--- config.mk ---
export PLATFORM = sky130hd
export DESIGN_NAME = jitter_elastic_buf
export DESIGN_NICKNAME = d
export VERILOG_FILES = /design/src/rtl/jeb_pkg.sv /design/src/rtl/jeb_rate_div.sv /design/src/rtl/jeb_fifo.sv /design/src/rtl/jitter_elastic_buf.sv
export SDC_FILE = /design/constraint.sdc
export NUM_CORES = 1
export LEC_CHECK = 0
export BUFFER_PORTS_ARGS = -buffer_cell sky130_fd_sc_hd__clkbuf_2
export CAP_MARGIN = 30
export CORE_ASPECT_RATIO = 1.2
export CORE_MARGIN = 2
export CORE_UTILIZATION = 57
export DETAILED_ROUTE_END_ITERATION = 8
export PLACE_DENSITY = 0.79
export SKIP_CTS_REPAIR_TIMING = 1
export SYNTH_ARGS = -nofsm -noshare
export SYNTH_HDL_FRONTEND = slang
export SYNTH_SLANG_ARGS = --single-unit
--- constraint.sdc ---
create_clock -name clk -period 3.95 [get_ports clk]
set_clock_uncertainty 0.15 [all_clocks]
set_input_delay 0.5925 -clock clk [delete_from_list [all_inputs] [get_ports clk]]
set_output_delay 0.5925 -clock clk [all_outputs]
set_load 0.03 [all_outputs]
--- src/rtl/jeb_pkg.sv ---
package jeb_pkg;

  // Active buffer depth from the select bit and the strap.
  function automatic int depth_for(input logic sel, input logic strap,
                                   input int lo, input int hi);
    return (strap || sel) ? hi : lo;
  endfunction

  // Read interval chosen from the fill level at the start of the interval.
  function automatic int ratio_for(input int fill, input int depth,
                                   input int margin, input int nom);
    if (fill > depth - margin) return nom - 1;
    if (fill < margin)         return nom + 1;
    return nom;
  endfunction

endpackage

--- src/rtl/jeb_rate_div.sv ---
module jeb_rate_div #(
  parameter int NOM_DIV = 16,
  parameter int CW      = $clog2(NOM_DIV + 2)
) (
  input  logic          clk,
  input  logic          rst_n,
  input  logic [CW-1:0] ratio,
  output logic          tick
);
  logic [CW-1:0] cnt_q;
  logic [CW-1:0] gap_q;

  assign tick = (cnt_q == '0);

  always_ff @(posedge clk) begin
    if (!rst_n) begin
      cnt_q <= CW'(NOM_DIV - 1);
      gap_q <= '0;
    end else begin
      cnt_q <= tick ? ratio - CW'(1) : cnt_q - CW'(1);
      gap_q <= tick ? '0 : gap_q + CW'(1);
    end
  end

  // The gap between ticks is NOM-1 .. NOM+1 cycles.
  assert_tick_gap_R7: assert property (@(posedge clk) disable iff (!rst_n)
    tick |-> (gap_q >= CW'(NOM_DIV - 2)) && (gap_q <= CW'(NOM_DIV)));

endmodule

--- src/rtl/jeb_fifo.sv ---
module jeb_fifo #(
  parameter int DEPTH_HI = 128,
  parameter int PW       = $clog2(DEPTH_HI),
  parameter int FW       = $clog2(DEPTH_HI + 1)
) (
  input  logic          clk,
  input  logic          rst_n,
  input  logic [FW-1:0] depth,
  input  logic          recentre,
  input  logic          wr_en,
  input  logic          wr_bit,
  input  logic          rd_en,
  output logic          rd_bit,
  output logic          rd_pulse,
  output logic [FW-1:0] fill,
  output logic          ovf_evt,
  output logic          unf_evt
);
  logic [DEPTH_HI-1:0] mem_q;
  logic [PW-1:0]       wr_ptr_q, rd_ptr_q;
  logic [FW-1:0]       fill_q;
  logic                bit_q, pulse_q;
  logic                empty, full, do_rd;
  logic [PW-1:0]       half;

  assign half    = PW'(depth >> 1);
  assign empty   = (fill_q == '0);
  assign full    = (fill_q == depth);
  assign do_rd   = rd_en && !empty;
  assign ovf_evt = wr_en && !rd_en && full;
  assign unf_evt = rd_en && empty;

  always_ff @(posedge clk) begin
    if (!rst_n) begin
      mem_q    <= '0;
      wr_ptr_q <= '0;
      rd_ptr_q <= PW'(0) - half;
      fill_q   <= depth >> 1;
      bit_q    <= 1'b0;
      pulse_q  <= 1'b0;
    end else if (recentre) begin
      rd_ptr_q <= wr_ptr_q - half;
      fill_q   <= depth >> 1;
      pulse_q  <= 1'b0;
    end else begin
      pulse_q <= rd_en;
      if (do_rd) bit_q <= mem_q[rd_ptr_q];
      if (wr_en) begin
        mem_q[wr_ptr_q] <= wr_bit;
        wr_ptr_q        <= wr_ptr_q + PW'(1);
      end
      if (do_rd || ovf_evt) rd_ptr_q <= rd_ptr_q + PW'(1);
      fill_q <= fill_q + FW'(wr_en && !ovf_evt) - FW'(do_rd);
    end
  end

  assign rd_bit   = bit_q;
  assign rd_pulse = pulse_q;
  assign fill     = fill_q;

  assert_fill_cap_R11: assert property (@(posedge clk) disable iff (!rst_n)
    !recentre |-> fill_q <= depth);
  assert_ovf_holds_R9: assert property (@(posedge clk) disable iff (!rst_n)
    ovf_evt |=> fill_q == $past(fill_q));
  assert_unf_low_R10: assert property (@(posedge clk) disable iff (!rst_n)
    unf_evt |=> fill_q <= FW'(1));

endmodule

--- src/rtl/jitter_elastic_buf.sv ---
module jitter_elastic_buf
  import jeb_pkg::*;
#(
  parameter int DEPTH_LO = 32,
  parameter int DEPTH_HI = 128,
  parameter int NOM_DIV  = 16,
  parameter int MARGIN   = 4,
  localparam int FW      = $clog2(DEPTH_HI + 1),
  localparam int PW      = $clog2(DEPTH_HI),
  localparam int CW      = $clog2(NOM_DIV + 2)
) (
  input  logic          clk,
  input  logic          rst_n,
  input  logic          in_stb,
  input  logic          in_bit,
  input  logic          depth_sel,
  input  logic          depth_fixed,
  input  logic          bypass,
  input  logic          status_clr,
  output logic          out_bit,
  output logic          out_valid,
  output logic [FW-1:0] fill_level,
  output logic          limit_trip,
  output logic          ovf_flag,
  output logic          unf_flag
);
  logic [FW-1:0] depth_now, depth_q;
  logic          depth_chg;
  logic [CW-1:0] ratio;
  logic          tick, rd_en, wr_en, trip_evt;
  logic          rd_bit, rd_pulse, ovf_evt, unf_evt;
  logic          trip_q, ovf_q, unf_q;

  assign depth_now = FW'(depth_for(depth_sel, depth_fixed, DEPTH_LO, DEPTH_HI));
  assign depth_chg = (depth_now != depth_q);
  assign ratio     = CW'(ratio_for(int'(fill_level), int'(depth_q), MARGIN, NOM_DIV));

  jeb_rate_div #(.NOM_DIV(NOM_DIV), .CW(CW)) u_div (
    .clk(clk), .rst_n(rst_n), .ratio(ratio), .tick(tick)
  );

  assign rd_en    = tick && !bypass && !depth_chg;
  assign wr_en    = in_stb && !bypass && !depth_chg;
  assign trip_evt = rd_en && (ratio != CW'(NOM_DIV));

  jeb_fifo #(.DEPTH_HI(DEPTH_HI), .PW(PW), .FW(FW)) u_fifo (
    .clk(clk), .rst_n(rst_n), .depth(depth_now), .recentre(depth_chg),
    .wr_en(wr_en), .wr_bit(in_bit), .rd_en(rd_en),
    .rd_bit(rd_bit), .rd_pulse(rd_pulse), .fill(fill_level),
    .ovf_evt(ovf_evt), .unf_evt(unf_evt)
  );

  always_ff @(posedge clk) begin
    if (!rst_n) begin
      depth_q <= depth_now;
      trip_q  <= 1'b0;
      ovf_q   <= 1'b0;
      unf_q   <= 1'b0;
    end else begin
      depth_q <= depth_now;
      trip_q  <= (trip_q && !status_clr) || trip_evt;
      ovf_q   <= (ovf_q  && !status_clr) || ovf_evt;
      unf_q   <= (unf_q  && !status_clr) || unf_evt;
    end
  end

  assign limit_trip = trip_q;
  assign ovf_flag   = ovf_q;
  assign unf_flag   = unf_q;
  assign out_bit    = bypass ? in_bit : rd_bit;
  assign out_valid  = bypass ? in_stb : rd_pulse;

  assert_trip_sticky_R5: assert property (@(posedge clk) disable iff (!rst_n)
    limit_trip && !status_clr |=> limit_trip);
  assert_recentre_R8: assert property (@(posedge clk) disable iff (!rst_n)
    depth_chg |=> fill_level == ($past(depth_now) >> 1));
  assert_bypass_hold_R6: assert property (@(posedge clk) disable iff (!rst_n)
    bypass && !depth_chg |=> fill_level == $past(fill_level));
  assert_pulse_single_R3: assert property (@(posedge clk) disable iff (!rst_n)
    (!bypass && out_valid) |=> !(out_valid && !bypass && !$past(bypass)));

endmodule

==> results of run 1 <==
[stage by stage]
stage	std cells	util	TNS [ps]	cell area (um^2)
6_report	1148	0.634	0	9410
5_1_grt	1148	0.634	0	9410
4_1_cts	1148	0.634	0	9410
3_5_place_dp	1116	0.595	-39.9	8830
3_3_place_gp	1116	0.595	0	8830
2_1_floorplan	937	-	0	8560
[synth_stat cells, types with 5 or more instances]
library cell	instances
and3_1	5
nor2_1	26
dfxtp_1	155
ha_1	23
mux2i_1	12
o21ai_1	10
nor3_1	8
mux4_2	34
and2_1	6
inv_1	19
xnor2_1	15
o21bai_1	5
nand4_1	5
a21boi_0	103
nand3_1	142
buf_2	13
o21ai_0	128
clkbuf_1	56
a21boi_1	24
nand2_1	43
edfxtp_1	7
nor2b_1	7
nand2b_1	5
a21oi_1	14
[flip-flops by register name (all words and copies together), names as in the netlist]
name,flops
u_div.cnt_q,5
u_fifo.wr_ptr_q,7
limit_trip,1
u_fifo.rd_pulse,1
unf_flag,1
u_fifo.rd_ptr_q,7
u_fifo.mem_q,128
depth_q,2
u_fifo.fill,8
u_fifo.rd_bit,1
ovf_flag,1
[routing by layer]
metal	vias to the layer above	track usage	wire (um)
met4	0	0.138	909
met2	367	0.470	11300
met3	75	0.0609	2230
met1	3616	0.405	9320
met5	-	0	0
li1	3423	-	-
[logic make-up after synthesis]
kind of cell | share of synthesized area
compound gates | 0.229
xor+xnor | 0.0194
fa+ha+maj | 0.0360
buf+inv | 0.0475
mux | 0.110
flops | 0.387
simple gates | 0.171
[report_power, final]
group	internal [W]	switching [W]
clock network	0.000916	0.000724
logic	0.000145	0.000218
registers	0.00167	0.0000412
total	0.00273	0.000983
[how the worst min path moves through the flow]
stage / to / slack, ps / depth (start not counted)
global placement: unf_flag$_SDFF_PN0_ / 290 / 2
global route: ovf_flag$_SDFF_PN0_ / 320 / 3
detailed placement: unf_flag$_SDFF_PN0_ / 300 / 2
finish: ovf_flag$_SDFF_PN0_ / 300 / 3
floorplan: u_fifo.mem_q[31]$_SDFFE_PN0P_ / 280 / 2
CTS: ovf_flag$_SDFF_PN0_ / 300 / 3
[final cells by class]
| class | count | area (um^2) |
|---|---|---|
| Clock inverter | 12 | 124 |
| Multi-Input combinational cell | 678 | 4840 |
| Inverter | 20 | 75.1 |
| Sequential cell | 162 | 3310 |
| Tap cell | 204 | 255 |
| Fill cell | 1231 | 5430 |
| Timing Repair Buffer | 52 | 345 |
| Clock buffer | 20 | 457 |
[worst max-delay path, delay by kind of cell, from the launching register on]
kind	cells	cell delay, ps
simple gates	5	1340
flops	1	330
xor+xnor	1	160
mux	1	170
compound gates	6	760
fa+ha+maj	2	600
==> metrics.md, run 1 <==
| Metric | Value |
|---|---|
| CTS root buffer | clkbuf_16 |
| Slew Limit Fails | 0 |
| Clk sinks | 162 |
| Chip height | 138 um |
| Mapped Nets | 969 |
| Leak | 3.17 nW |
| Critical path class | register to register |
| Power Density | 395 mW/mm^2 |
| Crit path from | depth_q[5]$_DFF_P_ |
| Vias per inst | 6.52 |
| Synth warn | 0 |
| GRT overflow | 0 |
| Asr flop ratio synth | 0 |
| Die X-Extent | 116 um |
| Synthesized area | 0.00856 mm^2 |
| Power, Total | 0.00371 W |
| WL per Instance | 20.7 um |
| CP Data Required Time | 4120 ps |
| Clk slew on worst S/H paths | 60 ps |
| Largest net degree at the start of global routing | 96 |
| Number of global-route vias before repair | 7128 |
| Worst path slowest cell | or4_1 |
| Area delta synth->final | 9.93% |
| CTS buffer count | 17 |
| Synth top area share | 0.363 |
| Hold crit path type | input pin to register |
| Core ar. | 0.0148 mm^2 |
| Clock latency on the worst-skew pair | 430 ps |
| RSZ-0062 raised after global routing | false |
| Reg2Reg Setup Slack | 330 ps |
| Crit path capture type | register |
| Drt initial violations | 956 |
| Commonest non-fill, non-tap cells in the layout | 155 x dfxtp_1, 142 x nand3_1, 128 x o21ai_0 |
| Synthesized instance count | 937 |
| MaxCap Viol Count | 0 |
| FF+latch count, synth | 162 |
| Worst reg2reg path depth | 15 |
| Layout cells sized above 1 | 0.146 |
| Initial antenna violation count | 0 |
| Most common cell after layout, fill and taps aside | dfxtp_1 |
| Post-synthesis sequential area ratio | 0.387 |
| Vias | 7481 |
| DP HPWL | 14800 um |
| Final Critical Period | 3620 ps |
| Startpoint type of the worst setup path | register |
| # setup viols final | 0 |
| Placer Congestion | 0.828 |
| Pre-CTS setup slack | -39.9 ps |
| Total track usage | 0.302 |
| Reg-to-reg startpoint | depth_q[5]$_DFF_P_ |
| Antenna cells | 0 |
| Die ar. | 0.0160 mm^2 |
| CP max stage delay | 520 ps |
| Global-route wire length before repair | 37700 um |
| Fmax | 0.276 GHz |
| Post-synth top area cell | dfxtp_1 |
| Setup slack after layout | 331 ps |
| Cell Rows | 49 |
| Drt first pass iters | 6 |
| Maximum VDD drop | 0.000275 V |
| Final #Nets | 963 |
| Status | finished clean |
| Hold Crit Start | status_clr |
| Routed wire length | 23800 um |
| Syn avg cell area | 9.13 um^2 |
| DRC viols | 0 |
| Final ANT Viol Nets | 0 |
| Final hold vios | 0 |
| Max-slew headroom | 0.280 |
| Initial Utilization | 0.577 |
| Number of synthesized flops with an enable pin | 7 |
| Max clock buf depth | 2 |
| Worst Path Arrival | 3790 ps |
| Hold WS | 299 ps |
| Main synth FF type | dfxtp_1 |
| Synth cell types | 61 |
| CP endpoint | u_fifo.fill[6]$_DFF_P_ |
| Worst R2R End | u_fifo.fill[6]$_DFF_P_ |
| # H-tree levels | 4 |
| Number of port buffers | 20 |
| Cells along the critical path | or3b_4 -> mux2i_4 -> and2_4 -> nand2_1 -> or4_1 -> and2_1 -> ha_1 -> fa_1 -> a21oi_1 -> o21bai_1 -> a21oi_1 -> o21bai_1 -> xor2_1 -> a31oi_1 -> o21ai_0 |
| Worst-path fanout max | 3 |
| Worst Max-Slew Pin Slew | 1070 ps |
| Tcrit/Tclk final | 0.916 |
| CTS tree | done |
| Io pins | 21 |
| Area contributors post-synth | dfxtp_1 36%, a21boi_0 9.0%, mux4_2 8.9%, nand3_1 8.3%, o21ai_0 7.5% |
Note: power is estimated with default switching activity, not from simulation.
==> run 2, diff against run 1 <==
--- a/config.mk
+++ b/config.mk
@@ -5,6 +5,7 @@
 export SDC_FILE = /design/constraint.sdc
 export NUM_CORES = 1
 export LEC_CHECK = 0
+export ABC_AREA = 1
 export BUFFER_PORTS_ARGS = -buffer_cell sky130_fd_sc_hd__clkbuf_2
 export CAP_MARGIN = 30
 export CORE_ASPECT_RATIO = 1.2
==> run 2 against run 1 <==
Effect of this change:
- worst hold slack got worse by 82 ps
- critical endpoint unchanged
- core utilization fell by 0.78 points
- area after synthesis is 2.3% higher
- final area unchanged
- critical path depth is 4 higher
- final cell count grew 16%
- highest routed layer unchanged
- sequential share of layout area unchanged
- non-clock buffer count decreased by 10
- setup slack better by 260 ps
- total power grew 1.9%
- clock power down 5%
==> metrics.md, run 2 <==
| Metric | Value |
|---|---|
| Final hold vios | 0 (unchanged) |
| Synth warn | 0 (unchanged) |
| Largest net degree at the start of global routing | 115 (+20%) |
| # setup viols final | 0 (unchanged) |
| Critical path class | register to register |
| Clk sinks | 162 (unchanged) |
| Number of port buffers | 20 (unchanged) |
| Most frequent cell after synthesis | nand2_1 |
| Number of global-route vias before repair | 7483 (+5.0%) |
| Synth cell types | 41 (-33%) |
| # H-tree levels | 4 (unchanged) |
| Worst-path fanout max | 5 (+2) |
| Number of synthesized flops with an enable pin | 7 (unchanged) |
| Io pins | 21 (unchanged) |
| Fmax | 0.298 GHz (+7.7%) |
| RSZ-0062 raised after global routing | false |
| CTS tree | done |
| Synth top area share | 0.354 (-0.00829) |
| Total track usage | 0.287 (-0.0152) |
| Status | finished clean |
| Fin util | 0.626 (-0.00776) |
| MaxCap Viol Count | 0 (unchanged) |
| Leak | 3.57 nW (+13%) |
| Post-synthesis sequential area ratio | 0.378 (-0.00885) |
| Crit path from | u_fifo.fill[3]$_SDFF_PP0_ |
| Final #Nets | 1141 (+18%) |
| Tcrit/Tclk final | 0.851 (-0.0656) |
| Worst Path Arrival | 3530 ps (-260 ps) |
| Vias | 7988 (+6.8%) |
| Reg-to-reg startpoint | u_fifo.fill[3]$_SDFF_PP0_ |
| Die X-Extent | 117 um (+1.1%) |
| Most common cell after layout, fill and taps aside | nand2_1 |
| Clock latency on the worst-skew pair | 430 ps (about the same) |
| Placer Congestion | 0.925 (+12%) |
| GRT overflow | 0 (unchanged) |
| Area delta synth->final | 7.42% |
| Synthesized instance count | 1139 (+22%) |
| Routed wire length | 22300 um (-6.0%) |
| Largest Register | u_fifo.mem_q |
| Power Density | 402 mW/mm^2 (+1.9%) |
| Vias per inst | 6.02 (-7.6%) |
| Area contributors post-synth | dfxtp_1 35%, nand2_1 9.1%, a21oi_1 8.9%, a311oi_2 8.7%, a311oi_1 6.0% |
| Maximum VDD drop | 0.000308 V (+12%) |
| Initial Utilization | 0.583 (+0.00627) |
| Post-synth top area cell | dfxtp_1 |
| Commonest non-fill, non-tap cells in the layout | 212 x nand2_1, 156 x a21oi_1, 155 x dfxtp_1 |
| DRC viols | 0 (unchanged) |
| Setup tns final | 0 ps (unchanged) |
| Mapped Nets | 1171 (+21%) |
| Clk slew on worst S/H paths | 60 ps (about the same) |
| Hold WS | 217 ps (-82.1 ps) |
| Main synth FF type | dfxtp_1 |
| Die ar. | 0.0164 mm^2 (+2.3%) |
| Syn avg cell area | 7.69 um^2 (-16%) |
| Hold crit path type | input pin to register |
| Hold Crit Start | depth_fixed |
| Antenna cells | 0 (unchanged) |
| Final Critical Period | 3360 ps (-259 ps) |
| FF+latch count, synth | 162 (unchanged) |
| CP Data Required Time | 4120 ps (about the same) |
| Max-slew headroom | 0.325 (+0.0447) |
| Drt first pass iters | 5 (-1) |
| Max clock buf depth | 2 (unchanged) |
| Synthesized area | 0.00876 mm^2 (+2.3%) |
| CTS root buffer | clkbuf_16 |
| WHS Path Cells | 2 (-1) |
| Worst reg2reg path depth | 19 (+4) |
| Final ANT Viol Nets | 0 (unchanged) |
| CTS buffer count | 17 (unchanged) |
| Slew Limit Fails | 0 (unchanged) |
| Asr flop ratio synth | 0 (unchanged) |
| Drt initial violations | 753 (-21%) |
| Worst Max-Slew Pin Slew | 1010 ps (-62.5 ps) |
| Core ar. | 0.0150 mm^2 (+1.2%) |
| Startpoint type of the worst setup path | register |
| Initial antenna violation count | 0 (unchanged) |
| WL per Instance | 16.9 um (-19%) |
| Global-route wire length before repair | 37300 um (-1.0%) |
| Layout cells sized above 1 | 0.131 (-0.0152) |
| Crit path capture type | register |
| Cell Rows | 49 (unchanged) |
| Max reg flops | 128 (unchanged) |
| DP HPWL | 13200 um (-11%) |
| Top cells by count, synth | 212 x nand2_1, 156 x a21oi_1, 155 x dfxtp_1, 106 x inv_1, 87 x nor2_1 |
| Chip height | 140 um (+1.1%) |
[run 2: cell types whose count changed after synthesis, sizes merged, moves of 34 or more]
cell | before | now
nor2 | 26 | 91
nand2 | 44 | 215
o21ai | 138 | 58
mux4 | 34 | 0
inv | 19 | 113
a21oi | 14 | 159
nand3 | 142 | 68
a21boi | 127 | 0
a311oi | 1 | 111
[run 2: kinds of logic (layout without fill, tap and decap cells)]
kind of cell,after synthesis,after routing,share of synthesized area
compound gates,345,345,0.289
xor+xnor,5,5,0.00500
fa+ha+maj,24,24,0.0351
buf+inv,211,194,0.105
flops,162,162,0.378
simple gates,392,392,0.187
[run 2: per-stage QoR]
step | area [um^2] | cells | setup WS, ps | total power [W]
global placement | 8750 | 1282 | 403 | 0.00223
CTS | 9400 | 1325 | 642 | 0.00379
global route | 9410 | 1326 | 225 | 0.00393
detailed placement | 8850 | 1293 | 314 | 0.00225
finish | 9410 | 1326 | 590 | 0.00378
floorplan | 8760 | 1139 | 856 | 0.00210
[run 2: area by class of cell]
class | count | area, um^2
fill | 1315 | 5610
multi-input combinational | 766 | 4520
sequential | 162 | 3310
inverter | 120 | 460
clock buffer | 21 | 440
timing repair buffer | 42 | 310
tap | 204 | 255
clock inverter | 11 | 105
[run 2: worst max-delay path, cell delays in order (launching register included)]
cell and delay [ps]:
dfxtp_1 360, inv_1 100, ha_1 190, nand2_1 90, nor3b_1 400, nor2_1 160, ha_1 300, inv_1 40
ha_1 210, fa_1 390, nand2_1 70, inv_1 40, o21ai_0 130, nand2_1 80, nand2_1 80, nand2_1 50
a21oi_1 160, a21oi_1 80, o21ai_0 80, a21oi_1 80
[run 2: power by group]
part,switching [W],internal (W)
logic,0.000384,0.000149
clock network,0.000686,0.000872
registers,0.0000219,0.00167
total,0.00109,0.00269
[run 2: layer usage]
layer,GRT usage,vias to the layer above,wire length (um)
li1,-,3893,-
met1,0.383,3759,9510
met2,0.446,279,10700
met5,0,-,0
met3,0.0549,57,1400
met4,0.131,0,709
[run 2: final timing paths]
kind / to / slack [ps]
max reg2reg: u_fifo.fill[6]$_DFF_P_ / 590
min: depth_q[5]$_DFF_P_ / 220
min reg2reg: u_fifo.mem_q[87]$_SDFFE_PN0P_ / 300
max: u_fifo.fill[6]$_DFF_P_ / 590
